$ cat src/rtl/smb_eeprom_pkg.sv
package smb_eeprom_pkg;

  typedef enum logic [3:0] {
    ST_IDLE,
    ST_DEVADR,
    ST_DEVACK,
    ST_WORD,
    ST_WORDACK,
    ST_WDATA,
    ST_WDACK,
    ST_RDATA,
    ST_RACK
  } smb_state_e;

  localparam int unsigned BYTE_BITS = 8;

endpackage

$ cat src/rtl/smb_bus_sampler.sv
module smb_bus_sampler (
  input  logic clk,
  input  logic rst_n,
  input  logic scl_i,
  input  logic sda_i,
  output logic scl_s,
  output logic sda_s,
  output logic scl_rise,
  output logic scl_fall,
  output logic start_det,
  output logic stop_det
);

  logic scl_m, sda_m, scl_p, sda_p;

  // two-flop synchronizers plus one history stage; idle bus reads high
  always_ff @(posedge clk or negedge rst_n) begin
    if (!rst_n) begin
      scl_m <= 1'b1;
      scl_s <= 1'b1;
      scl_p <= 1'b1;
      sda_m <= 1'b1;
      sda_s <= 1'b1;
      sda_p <= 1'b1;
    end else begin
      scl_m <= scl_i;
      scl_s <= scl_m;
      scl_p <= scl_s;
      sda_m <= sda_i;
      sda_s <= sda_m;
      sda_p <= sda_s;
    end
  end

  always_comb begin
    scl_rise  = scl_s & ~scl_p;
    scl_fall  = ~scl_s & scl_p;
    start_det = scl_s & scl_p & sda_p & ~sda_s;
    stop_det  = scl_s & scl_p & ~sda_p & sda_s;
  end

endmodule

$ cat src/rtl/smb_byte_array.sv
module smb_byte_array #(
  parameter int unsigned DEPTH = 128,
  localparam int unsigned AW = $clog2(DEPTH)
) (
  input  logic          clk,
  input  logic          rst_n,
  input  logic          wp_i,
  input  logic          we,
  input  logic [AW-1:0] waddr,
  input  logic [7:0]    wdata,
  input  logic [AW-1:0] raddr,
  output logic [7:0]    rdata
);

  logic [7:0] mem_q [DEPTH];

  always_ff @(posedge clk) begin
    if (we) begin
      mem_q[waddr] <= wdata;
    end
  end

  always_comb rdata = mem_q[raddr];

  // no write strobe reaches the array while protect is high
  p_wp_blocks_write_r9: assert property (@(posedge clk) disable iff (!rst_n)
    we |-> !wp_i);

endmodule

$ cat src/rtl/smb_eeprom_ctrl.sv
module smb_eeprom_ctrl
  import smb_eeprom_pkg::*;
#(
  parameter logic [6:0]  SLV_ADDR   = 7'h50,
  parameter int unsigned DEPTH      = 128,
  parameter int unsigned PAGE_BYTES = 8,
  localparam int unsigned AW     = $clog2(DEPTH),
  localparam int unsigned PAGE_W = $clog2(PAGE_BYTES)
) (
  input  logic          clk,
  input  logic          rst_n,
  input  logic          scl_s,
  input  logic          sda_s,
  input  logic          scl_rise,
  input  logic          scl_fall,
  input  logic          start_det,
  input  logic          stop_det,
  input  logic          wp_i,
  input  logic [7:0]    mem_rdata,
  output logic          mem_we,
  output logic [AW-1:0] mem_addr,
  output logic [7:0]    mem_wdata,
  output logic          sda_oe
);

  localparam logic [3:0]        BITS_FULL = 4'(BYTE_BITS);
  localparam logic [3:0]        LAST_BIT  = 4'(BYTE_BITS - 1);
  localparam logic [AW-1:0]     ONE_A     = 1;
  localparam logic [PAGE_W-1:0] ONE_P     = 1;

  smb_state_e    state_q, state_d;
  logic [3:0]    cnt_q, cnt_d;
  logic [7:0]    shreg_q, shreg_d;
  logic [7:0]    txreg_q, txreg_d;
  logic [AW-1:0] ptr_q, ptr_d;
  logic          rw_q, rw_d;
  logic          oe_q, oe_d;
  logic          mack_q, mack_d;
  logic          rx_state;

  always_comb begin
    rx_state = (state_q == ST_DEVADR) || (state_q == ST_WORD) ||
               (state_q == ST_WDATA);
  end

  always_comb begin
    state_d = state_q;
    cnt_d   = cnt_q;
    shreg_d = shreg_q;
    txreg_d = txreg_q;
    ptr_d   = ptr_q;
    rw_d    = rw_q;
    oe_d    = oe_q;
    mack_d  = mack_q;
    mem_we  = 1'b0;
    if (stop_det) begin
      state_d = ST_IDLE;
      oe_d    = 1'b0;
    end else if (start_det) begin
      state_d = ST_DEVADR;
      cnt_d   = 4'd0;
      oe_d    = 1'b0;
    end else if (rx_state) begin
      if (scl_rise && cnt_q != BITS_FULL) begin
        shreg_d = {shreg_q[6:0], sda_s};
        cnt_d   = cnt_q + 4'd1;
      end else if (scl_fall && cnt_q == BITS_FULL) begin
        unique case (state_q)
          ST_DEVADR: begin
            if (shreg_q[7:1] == SLV_ADDR) begin
              state_d = ST_DEVACK;
              rw_d    = shreg_q[0];
              oe_d    = 1'b1;
            end else begin
              state_d = ST_IDLE;
            end
          end
          ST_WORD: begin
            ptr_d   = shreg_q[AW-1:0];
            state_d = ST_WORDACK;
            oe_d    = 1'b1;
          end
          default: begin
            mem_we  = ~wp_i;
            ptr_d   = {ptr_q[AW-1:PAGE_W], ptr_q[PAGE_W-1:0] + ONE_P};
            state_d = ST_WDACK;
            oe_d    = 1'b1;
          end
        endcase
      end
    end else begin
      unique case (state_q)
        ST_DEVACK: begin
          if (scl_fall) begin
            cnt_d = 4'd0;
            if (rw_q) begin
              state_d = ST_RDATA;
              txreg_d = mem_rdata;
              oe_d    = ~mem_rdata[7];
            end else begin
              state_d = ST_WORD;
              oe_d    = 1'b0;
            end
          end
        end
        ST_WORDACK, ST_WDACK: begin
          if (scl_fall) begin
            state_d = ST_WDATA;
            cnt_d   = 4'd0;
            oe_d    = 1'b0;
          end
        end
        ST_RDATA: begin
          if (scl_fall) begin
            if (cnt_q == LAST_BIT) begin
              state_d = ST_RACK;
              oe_d    = 1'b0;
              ptr_d   = ptr_q + ONE_A;
            end else begin
              txreg_d = {txreg_q[6:0], txreg_q[7]};
              oe_d    = ~txreg_q[6];
              cnt_d   = cnt_q + 4'd1;
            end
          end
        end
        ST_RACK: begin
          if (scl_rise) begin
            mack_d = ~sda_s;
          end else if (scl_fall) begin
            if (mack_q) begin
              state_d = ST_RDATA;
              txreg_d = mem_rdata;
              oe_d    = ~mem_rdata[7];
              cnt_d   = 4'd0;
            end else begin
              state_d = ST_IDLE;
            end
          end
        end
        default: ;
      endcase
    end
  end

  always_ff @(posedge clk or negedge rst_n) begin
    if (!rst_n) begin
      state_q <= ST_IDLE;
      cnt_q   <= 4'd0;
      shreg_q <= 8'd0;
      txreg_q <= 8'd0;
      ptr_q   <= '0;
      rw_q    <= 1'b0;
      oe_q    <= 1'b0;
      mack_q  <= 1'b0;
    end else begin
      state_q <= state_d;
      cnt_q   <= cnt_d;
      shreg_q <= shreg_d;
      txreg_q <= txreg_d;
      ptr_q   <= ptr_d;
      rw_q    <= rw_d;
      oe_q    <= oe_d;
      mack_q  <= mack_d;
    end
  end

  always_comb begin
    mem_addr  = ptr_q;
    mem_wdata = shreg_q;
    sda_oe    = oe_q;
  end

  // the drive may only toggle while the sampled clock line is low
  p_oe_toggle_scl_low_r11: assert property (@(posedge clk) disable iff (!rst_n)
    (oe_q != $past(oe_q)) |-> !scl_s);

  // a detected stop leaves the block idle with the line released
  p_stop_release_r10: assert property (@(posedge clk) disable iff (!rst_n)
    stop_det |=> (!oe_q && state_q == ST_IDLE));

  // a committed data byte keeps the page bits of the pointer
  p_page_hold_r4: assert property (@(posedge clk) disable iff (!rst_n)
    mem_we |=> (ptr_q[AW-1:PAGE_W] == $past(ptr_q[AW-1:PAGE_W])));

  // while acknowledging a matched device byte the line is pulled low
  p_ack_drive_r2: assert property (@(posedge clk) disable iff (!rst_n)
    (state_q == ST_DEVACK) |-> oe_q);

  // after the host acknowledge slot the drive is released unless a byte restarts
  p_rack_release_r8: assert property (@(posedge clk) disable iff (!rst_n)
    (state_q == ST_RACK) |-> !oe_q);

endmodule

$ cat src/rtl/smb_eeprom_slave.sv
module smb_eeprom_slave #(
  parameter logic [6:0]  SLV_ADDR   = 7'h50,
  parameter int unsigned MEM_BYTES  = 128,
  parameter int unsigned PAGE_BYTES = 8
) (
  input  logic clk,
  input  logic rst_n,
  input  logic scl_i,
  input  logic sda_i,
  input  logic wp_i,
  output logic sda_oe_o
);

  localparam int unsigned AW = $clog2(MEM_BYTES);

  logic          rst_meta, rst_sync;
  logic          scl_s, sda_s, scl_rise, scl_fall, start_det, stop_det;
  logic          mem_we;
  logic [AW-1:0] mem_addr;
  logic [7:0]    mem_wdata, mem_rdata;

  always_ff @(posedge clk or negedge rst_n) begin
    if (!rst_n) begin
      rst_meta <= 1'b0;
      rst_sync <= 1'b0;
    end else begin
      rst_meta <= 1'b1;
      rst_sync <= rst_meta;
    end
  end

  smb_bus_sampler u_sampler (
    .clk       (clk),
    .rst_n     (rst_sync),
    .scl_i     (scl_i),
    .sda_i     (sda_i),
    .scl_s     (scl_s),
    .sda_s     (sda_s),
    .scl_rise  (scl_rise),
    .scl_fall  (scl_fall),
    .start_det (start_det),
    .stop_det  (stop_det)
  );

  smb_eeprom_ctrl #(
    .SLV_ADDR   (SLV_ADDR),
    .DEPTH      (MEM_BYTES),
    .PAGE_BYTES (PAGE_BYTES)
  ) u_ctrl (
    .clk       (clk),
    .rst_n     (rst_sync),
    .scl_s     (scl_s),
    .sda_s     (sda_s),
    .scl_rise  (scl_rise),
    .scl_fall  (scl_fall),
    .start_det (start_det),
    .stop_det  (stop_det),
    .wp_i      (wp_i),
    .mem_rdata (mem_rdata),
    .mem_we    (mem_we),
    .mem_addr  (mem_addr),
    .mem_wdata (mem_wdata),
    .sda_oe    (sda_oe_o)
  );

  smb_byte_array #(
    .DEPTH (MEM_BYTES)
  ) u_array (
    .clk   (clk),
    .rst_n (rst_sync),
    .wp_i  (wp_i),
    .we    (mem_we),
    .waddr (mem_addr),
    .wdata (mem_wdata),
    .raddr (mem_addr),
    .rdata (mem_rdata)
  );

endmodule

$ cat config.mk
export PLATFORM = sky130hd
export DESIGN_NAME = smb_eeprom_slave
export DESIGN_NICKNAME = d
export VERILOG_FILES = /design/src/rtl/smb_eeprom_pkg.sv /design/src/rtl/smb_bus_sampler.sv /design/src/rtl/smb_byte_array.sv /design/src/rtl/smb_eeprom_ctrl.sv /design/src/rtl/smb_eeprom_slave.sv
export SDC_FILE = /design/constraint.sdc
export NUM_CORES = 1
export LEC_CHECK = 0
export ABC_AREA = 1
export BUFFER_PORTS_ARGS = -buffer_cell sky130_fd_sc_hd__buf_2
export CAP_MARGIN = 40
export CORE_UTILIZATION = 25
export DETAILED_ROUTE_END_ITERATION = 8
export PLACE_DENSITY_LB_ADDON = 0.15
export SLEW_MARGIN = 20
export SYNTH_ARGS = -nofsm -noshare
export SYNTH_HDL_FRONTEND = slang
export SYNTH_SLANG_ARGS = --single-unit
$ cat constraint.sdc
create_clock -name clk -period 1.4 [get_ports clk]
set_clock_uncertainty 0.05 [all_clocks]
set_input_delay 0.42 -clock clk [delete_from_list [all_inputs] [get_ports clk]]
set_output_delay 0.42 -clock clk [all_outputs]
set_load 0.02 [all_outputs]
Yosys cells after proc, flatten, opt, wreduce, memory -nomap -nowiden
Memory sizes are Yosys's and may differ from the RTL's. Cells that the tools add are included.

Add/subtract/negate cells: 3. Equality and inequality tests: 40. Multiplexer cells: 65. Bitwise operators: 18. Reduce and logical (&&, ||, !) cells: 22.

Operator list (number): $mux 4 (20); $mux 8 (7); $mux 7 (6); $ne 5x3->1 const B (6); $reduce_and 9->1 (3); $pmux 8 s3 (1); $mux 1 (23); $eq 4x3->1 const B (5); $ne 4x4->1 const B (4); $pmux 4 s4 (1); $pmux 7 s2 (1); $ne 2x2->1 const B (6); $ne 4x2->1 const B (3); $pmux 4 s3 (1); $not 1->1 (11); $reduce_and 11->1 (1); $ne 2x1->1 const B (5); $ne 5x5->1 const B (2); $reduce_and 10->1 (1); $eq 4x2->1 const B (2); $eq 4x4->1 const B (2); $reduce_and 8->1 (1); $add 7x1->7 const B (1); $and 1x1->1 (7); 22 further kinds (28).

Register bits after elaboration: 42. Bits in writable memories: 1024. Input bits: 5. Output and inout bits: 1. Word-level logic and storage cells: 166. Memories kept: 1.

Memories: u_array.mem_q (words 128, bits a word 8, rd ports 1, clocked after memory_dff 0, write ports 1, line smb_byte_array.sv:15) `logic [7:0] mem_q [DEPTH];`.

Logic depth before layout (Yosys ltp)
Depth in word-level cells: 10. Depth in mapped cells: 19. Gate-level depth less buffers: 16.

Cells and area by module
A second synthesis with hierarchy kept.

Cell total of the unflattened synthesis: 3910. Area total of the unflattened synthesis: 44466.4 um^2.

By module, submodules not included: smb_byte_array (times used 1, cells an instance 3567, area an instance 41944.0 um^2, seq. area each 30749.5 um^2); smb_eeprom_ctrl (times used 1, cells an instance 323, area an instance 2269.7 um^2, seq. area each 850.8 um^2); smb_bus_sampler (times used 1, cells an instance 17, area an instance 198.9 um^2, seq. area each 157.7 um^2); smb_eeprom_slave (times used 1, cells an instance 3, area an instance 53.8 um^2, seq. area each 50.0 um^2).

Worst setup path after synthesis
No wires, ideal clock.

Path kind: register to register. Start point: reg u_ctrl.shreg_q[5], in the netlist u_ctrl.mem_wdata[5]. End point: reg u_ctrl.oe_q, in the netlist u_ctrl.sda_oe. Setup time: 65 ps. Arrival: 2795 ps. Data required time: 1285 ps. Slack: -1510 ps. Cell stages (with the launch flop): 9. Path buffers: 0. Period minus slack after synthesis: 2910 ps. Cell sequence: dfrtp_1 > nand4_1 > nor4_1 > nor3_1 > nor3b_1 > nand2_1 > nor2_1 > nand2_1 > nand2_1.

Longest elaborated chain between the ends: 3.

Ends and longest elaborated chain: from (decl) (line smb_eeprom_ctrl.sv:33) `logic [7:0] shreg_q, shreg_d;`; from (signal assigned) (line smb_eeprom_ctrl.sv:158) `shreg_q <= shreg_d;`; $eq 7x7->1 (line smb_eeprom_ctrl.sv:70) `if (shreg_q[7:1] == SLV_ADDR) begin`; $ne 5x5->1 (no source line); $reduce_and 10->1 (no source line); to (signal assigned) (line smb_eeprom_ctrl.sv:153) `oe_q <= 1'b0;`; to (signal assigned) (line smb_eeprom_ctrl.sv:162) `oe_q <= oe_d;`; to (decl) (line smb_eeprom_ctrl.sv:37) `logic oe_q, oe_d;`.

Every way passes these cells. A chain may end at the register's enable or synchronous reset.

Worst setup path in the final report
Start point: reg u_ctrl.ptr_q[0], in the netlist u_ctrl.mem_addr[0]. End point: reg u_ctrl.txreg_q[6].

Longest elaborated chain between the ends: 5. Elaborated cells on any way between the ends: 7. Those cells by class: 6 x mux; 1 x memory.

Ends and longest elaborated chain: from (decl) (line smb_eeprom_ctrl.sv:35) `logic [AW-1:0] ptr_q, ptr_d;`; from (signal assigned) (line smb_eeprom_ctrl.sv:160) `ptr_q <= ptr_d;`; $mem_v2 128x8 *; $mux 8 (line smb_eeprom_ctrl.sv:130) `if (mack_q) begin`; $mux 8 (line smb_eeprom_ctrl.sv:129) `end else if (scl_fall) begin`; $mux 8 (line smb_eeprom_ctrl.sv:127) `if (scl_rise) begin`; $pmux 8 s3 * (line smb_eeprom_ctrl.sv:92) `unique case (state_q)`; to (signal assigned) (line smb_eeprom_ctrl.sv:159) `txreg_q <= txreg_d;`; to (decl) (line smb_eeprom_ctrl.sv:34) `logic [7:0] txreg_q, txreg_d;`.

Every way passes the cells marked *; elsewhere a longest branch is shown, timed or not. The select of a mux whose other input is x is not followed.

==> summary.md <==
| Metric | Value |
|---|---|
| Post-detailed-route count of antenna-violating nets | 0 |
| Leading area contributor after synthesis | sky130_fd_sc_hd__edfxtp_1 |
| Failing checks | negative setup slack |
| Maximum level of the CTS H-tree | 3 |
| Overall power consumption | 114 mW |
| Count of boundary I/O pins | 6 |
| Worst min-delay path category | flip-flop to asynchronous set/reset pin |
| Detailed-route DRC error count | 0 |
| Layout Utilization | 33.9% |
| Area fraction of the dominant cell type after synthesis | 70.2% |
| Critical path launch point type | flip-flop |
| Net count after synthesis | 3959 |
| Most common library cell in the layout ignoring fill and taps | sky130_fd_sc_hd__nand2_1 |
| Mapped Avg Cell Area | 11.1 µm² |
| Root Buffer | sky130_fd_sc_hd__clkbuf_16 |
| Synth cell types | 41 |
| Total clock buffers created by CTS | 119 |
| HPWL after detailed placement | 96.4 mm |
| Count of maximum capacitance violations | 0 |
| Placement-stage cell area | 51700 µm² |
| Flip-flop and latch count after synthesis | 1066 |
| Post-synth EDFFs | 1024 |
| Top achievable clock speed | 391 MHz |
| Sequential share of the synthesized area | 72.6% |
| Least-Margin Pin Slew | 0.819 ns |
| Proportion of layout cells with a drive suffix above 1 | 24.7% |
| Synthesized netlist cell count | 3951 |
| Run status | finished, violations left |
| Number of cells on the worst reg-to-reg path | 14 |
| DIE HEIGHT | 421 µm |
| Arrival time of the worst setup path | 3.17 ns |
| Worst R2R Setup Slack | -1.16 ns |
| Commonest register cell after synthesis | sky130_fd_sc_hd__edfxtp_1 |
| Routed length per instance | 22.0 µm |
| Reg2reg start | u_ctrl.mem_addr[0]$_DFFE_PN0P_ |
| Global router's overall resource usage | 17.2% |
| Commonest non-fill, non-tap cells in the layout | sky130_fd_sc_hd__nand2_1, sky130_fd_sc_hd__edfxtp_1, sky130_fd_sc_hd__buf_4, sky130_fd_sc_hd__a21oi_1, sky130_fd_sc_hd__inv_1 |
| Number of rows in the core area | 153 |
| Maximum fanout along the worst path | 11 |
| Initial core utilization | 25.2% |
| Required time worst endpoint | 2.01 ns |
| Setup Slack @ Placement | -1.48 ns |
| Synth-to-Final Area Change | 34.8% |
| Fillers | 17.3k |
| Count of warnings emitted by yosys | 0 |
| Final instance count without filler cells | 6989 |
| Area of the die | 177000 µm² |
| RSZ-0062 raised after global routing | yes |
| Final TNS setup | -1141.88 ns |
| Power density cells | 1930 nW/µm² |
| Multi-input logic area | 12100 µm² |
| Main area contributors after synthesis | sky130_fd_sc_hd__edfxtp_1, sky130_fd_sc_hd__nand2_1, sky130_fd_sc_hd__nor2_1 |
| Number of antenna violations at the first check in global routing | 4 |
| Final-stage net count | 4566 |
| Width of the die | 421 µm |
| Crit path setup slack, layout | -1.16 ns |
| Total number of vias | 30.5k |
| Critical R2R Capture | u_ctrl.txreg_q[6]$_DFFE_PN0P_ |
| Maximum number of pins on one net before global-route repair | 131 |
| Fraction of registers with async set or reset after synthesis | 3.94% |
| Setup violators final | 1520 |
| Final hold viol count | 0 |
| Leakage | 22.6 nW |
| Post-route cell area | 59100 µm² |
| Via density | 4.36 |
| Skew-Pair Late Insertion Delay | 0.77 ns |
| DRT Wirelength | 154 mm |
| Placer congestion estimate | 0.813 |
| DRT Pass-1 Iters | 5 |
| First-pass GRT wire length | 218 mm |
| Combined flip-flop and latch cell area | 31900 µm² |
| Critical Path Sink Type | flip-flop |
| Total congestion overflow | 0 |
| CORE AREA | 174000 µm² |
| Number of DRC markers after the initial detailed-route iteration | 2340 |
| Hold_ws | 0.0858 ns |
| Clock slew at reported path FFs | 0.06 ns |
| Cell area after synthesis | 43800 µm² |
| CTS tree | done |
| Number of buffers on the longest clock path | 3 |
| TritonCTS sink count | 1066 |
| Final period util | 183% |
| Critical Setup Path Class | flip-flop to flip-flop |
| Rel. slew slack | 45.4% |
| Via count of the first global-routing pass | 30.2k |
| Slew Viols, Final | 0 |
| Post-layout min period | 2.56 ns |
| Number of placed cells counting well taps | 6693 |
| Maximum vdd ir drop | 1.42 mV |
| Count of port buffers added during placement | 5 |
synthesized netlist by cell type, types with 2 or more instances:
cell                       count
sky130_fd_sc_hd__ha_1          3
sky130_fd_sc_hd__xor2_1        2
sky130_fd_sc_hd__nor4_1        2
sky130_fd_sc_hd__nand3_1      88
sky130_fd_sc_hd__buf_4         4
sky130_fd_sc_hd__o21a_1        4
sky130_fd_sc_hd__dfrtp_1      36
sky130_fd_sc_hd__a21oi_1     178
sky130_fd_sc_hd__buf_1        18
sky130_fd_sc_hd__and2_1        2
sky130_fd_sc_hd__nand2_1    1692
sky130_fd_sc_hd__nor2_2        6
sky130_fd_sc_hd__clkinv_1      3
sky130_fd_sc_hd__nor3b_1       2
sky130_fd_sc_hd__inv_1       167
sky130_fd_sc_hd__a22oi_1      41
sky130_fd_sc_hd__or2_2        20
sky130_fd_sc_hd__dfstp_2       6
sky130_fd_sc_hd__edfxtp_1   1024
sky130_fd_sc_hd__buf_2        78
sky130_fd_sc_hd__a32oi_1       2
sky130_fd_sc_hd__nor2_1      317
sky130_fd_sc_hd__nand4_1      27
sky130_fd_sc_hd__o21ai_0     109
sky130_fd_sc_hd__o211ai_1      4
sky130_fd_sc_hd__inv_2         5
sky130_fd_sc_hd__clkbuf_1     69
sky130_fd_sc_hd__buf_6         8
sky130_fd_sc_hd__nor3_1        4
sky130_fd_sc_hd__nand3b_1     19
cell families (layout without fill, tap and decap cells):
family / after synthesis / in the layout / synth area share, %
buffers and inverters: 352 / 1064 / 3.41
AOI/OAI and AO/OA: 345 / 345 / 4.34
muxes: 1 / 1 / 0.0257
and+or+nand+nor: 2181 / 2181 / 19.5
other: 1 / 2 / 0.00856
xor gates and xnor gates: 2 / 2 / 0.0400
adders and majority gates: 3 / 3 / 0.0857
DFF: 1066 / 1066 / 72.6
state kept, by name, indices dropped and copies added (netlist names):
| signal | count |
|---|---|
| u_sampler.sda_m | 1 |
| u_ctrl.sda_oe | 1 |
| u_ctrl.state_q | 4 |
| u_sampler.scl_p | 1 |
| u_ctrl.rw_q | 1 |
| u_ctrl.cnt_q | 4 |
| u_sampler.scl_m | 1 |
| u_ctrl.mem_wdata | 8 |
| u_sampler.sda_p | 1 |
| rst_sync | 1 |
| u_sampler.sda_s | 1 |
| u_sampler.scl_s | 1 |
| rst_meta | 1 |
| u_array.mem_q | 1024 |
| u_ctrl.mem_addr | 7 |
| u_ctrl.mack_q | 1 |
| u_ctrl.txreg_q | 8 |
layout make-up:
| class | instances | area share (%) |
|---|---|---|
| sequential | 1066 | 53.9 |
| multi-input combinational | 2533 | 20.5 |
| timing repair buffer | 662 | 12.9 |
| clock buffer | 147 | 5.26 |
| tap | 2325 | 4.93 |
| clock inverter | 79 | 1.30 |
| inverter | 175 | 1.15 |
| timing repair inverter | 1 | 0.0191 |
| antenna | 1 | 0.00424 |
how the worst max path moves through the flow:
stage | slack (ns) | to | start | cells after the start
floorplan | -1.16 | u_array.mem_q[34][0]$_DFFE_PP_ | u_sampler.sda_p$_DFF_PN1_ | 9
global placement | -1.48 | u_ctrl.txreg_q[5]$_DFFE_PN0P_ | u_ctrl.mem_addr[0]$_DFFE_PN0P_ | 18
detailed placement | -1.48 | u_ctrl.txreg_q[5]$_DFFE_PN0P_ | u_ctrl.mem_addr[0]$_DFFE_PN0P_ | 18
CTS | -1.11 | u_ctrl.txreg_q[6]$_DFFE_PN0P_ | u_ctrl.mem_addr[0]$_DFFE_PN0P_ | 17
global route | -1.29 | u_ctrl.sda_oe$_DFFE_PN0P_ | u_ctrl.mem_addr[0]$_DFFE_PN0P_ | 19
finish | -1.16 | u_ctrl.txreg_q[6]$_DFFE_PN0P_ | u_ctrl.mem_addr[0]$_DFFE_PN0P_ | 14
critical path, cell delays in order, from the launching register on:
cell and delay [ns]:
sky130_fd_sc_hd__dfrtp_4 0.60, sky130_fd_sc_hd__inv_8 0.15, sky130_fd_sc_hd__buf_4 0.13, sky130_fd_sc_hd__nor2_4 0.04
sky130_fd_sc_hd__buf_4 0.16, sky130_fd_sc_hd__buf_4 0.19, sky130_fd_sc_hd__nand2_1 0.07, sky130_fd_sc_hd__nand4_1 0.08
sky130_fd_sc_hd__o21ai_1 0.18, sky130_fd_sc_hd__buf_4 0.14, sky130_fd_sc_hd__nand4_1 0.28, sky130_fd_sc_hd__nor2_2 0.22
sky130_fd_sc_hd__nand2_1 0.06, sky130_fd_sc_hd__nand2_1 0.05, sky130_fd_sc_hd__nand2_1 0.05
power breakdown:
| group | switching, mW | internal [mW] |
|---|---|---|
| Sequential | 0.513 | 39.4 |
| Combinational | 27.7 | 14.7 |
| Clock | 13.4 | 18.1 |
what timing repair did:
item | CTS | global route
endpoints found under the hold margin | 4 | 0
pin swaps | 47 | 31
hold buffers | 4 | 0
endpoints found under the setup margin | 1471 | 1492
buffers inserted | 36 | 12
resized for setup | 316 | 386
gates cloned | 10 | 8
routing by layer:
metal	vias up	routed length (µm)	share of wire, %	global-route usage [%]
met5	-	0	0	0
met4	0	3330	2.2	3.90
met3	169	7840	5.1	2.85
met2	687	69100	45	26.8
met1	15012	73300	48	24.8
li1	14587	-	-	-
Power figures use the tool's default switching activity.
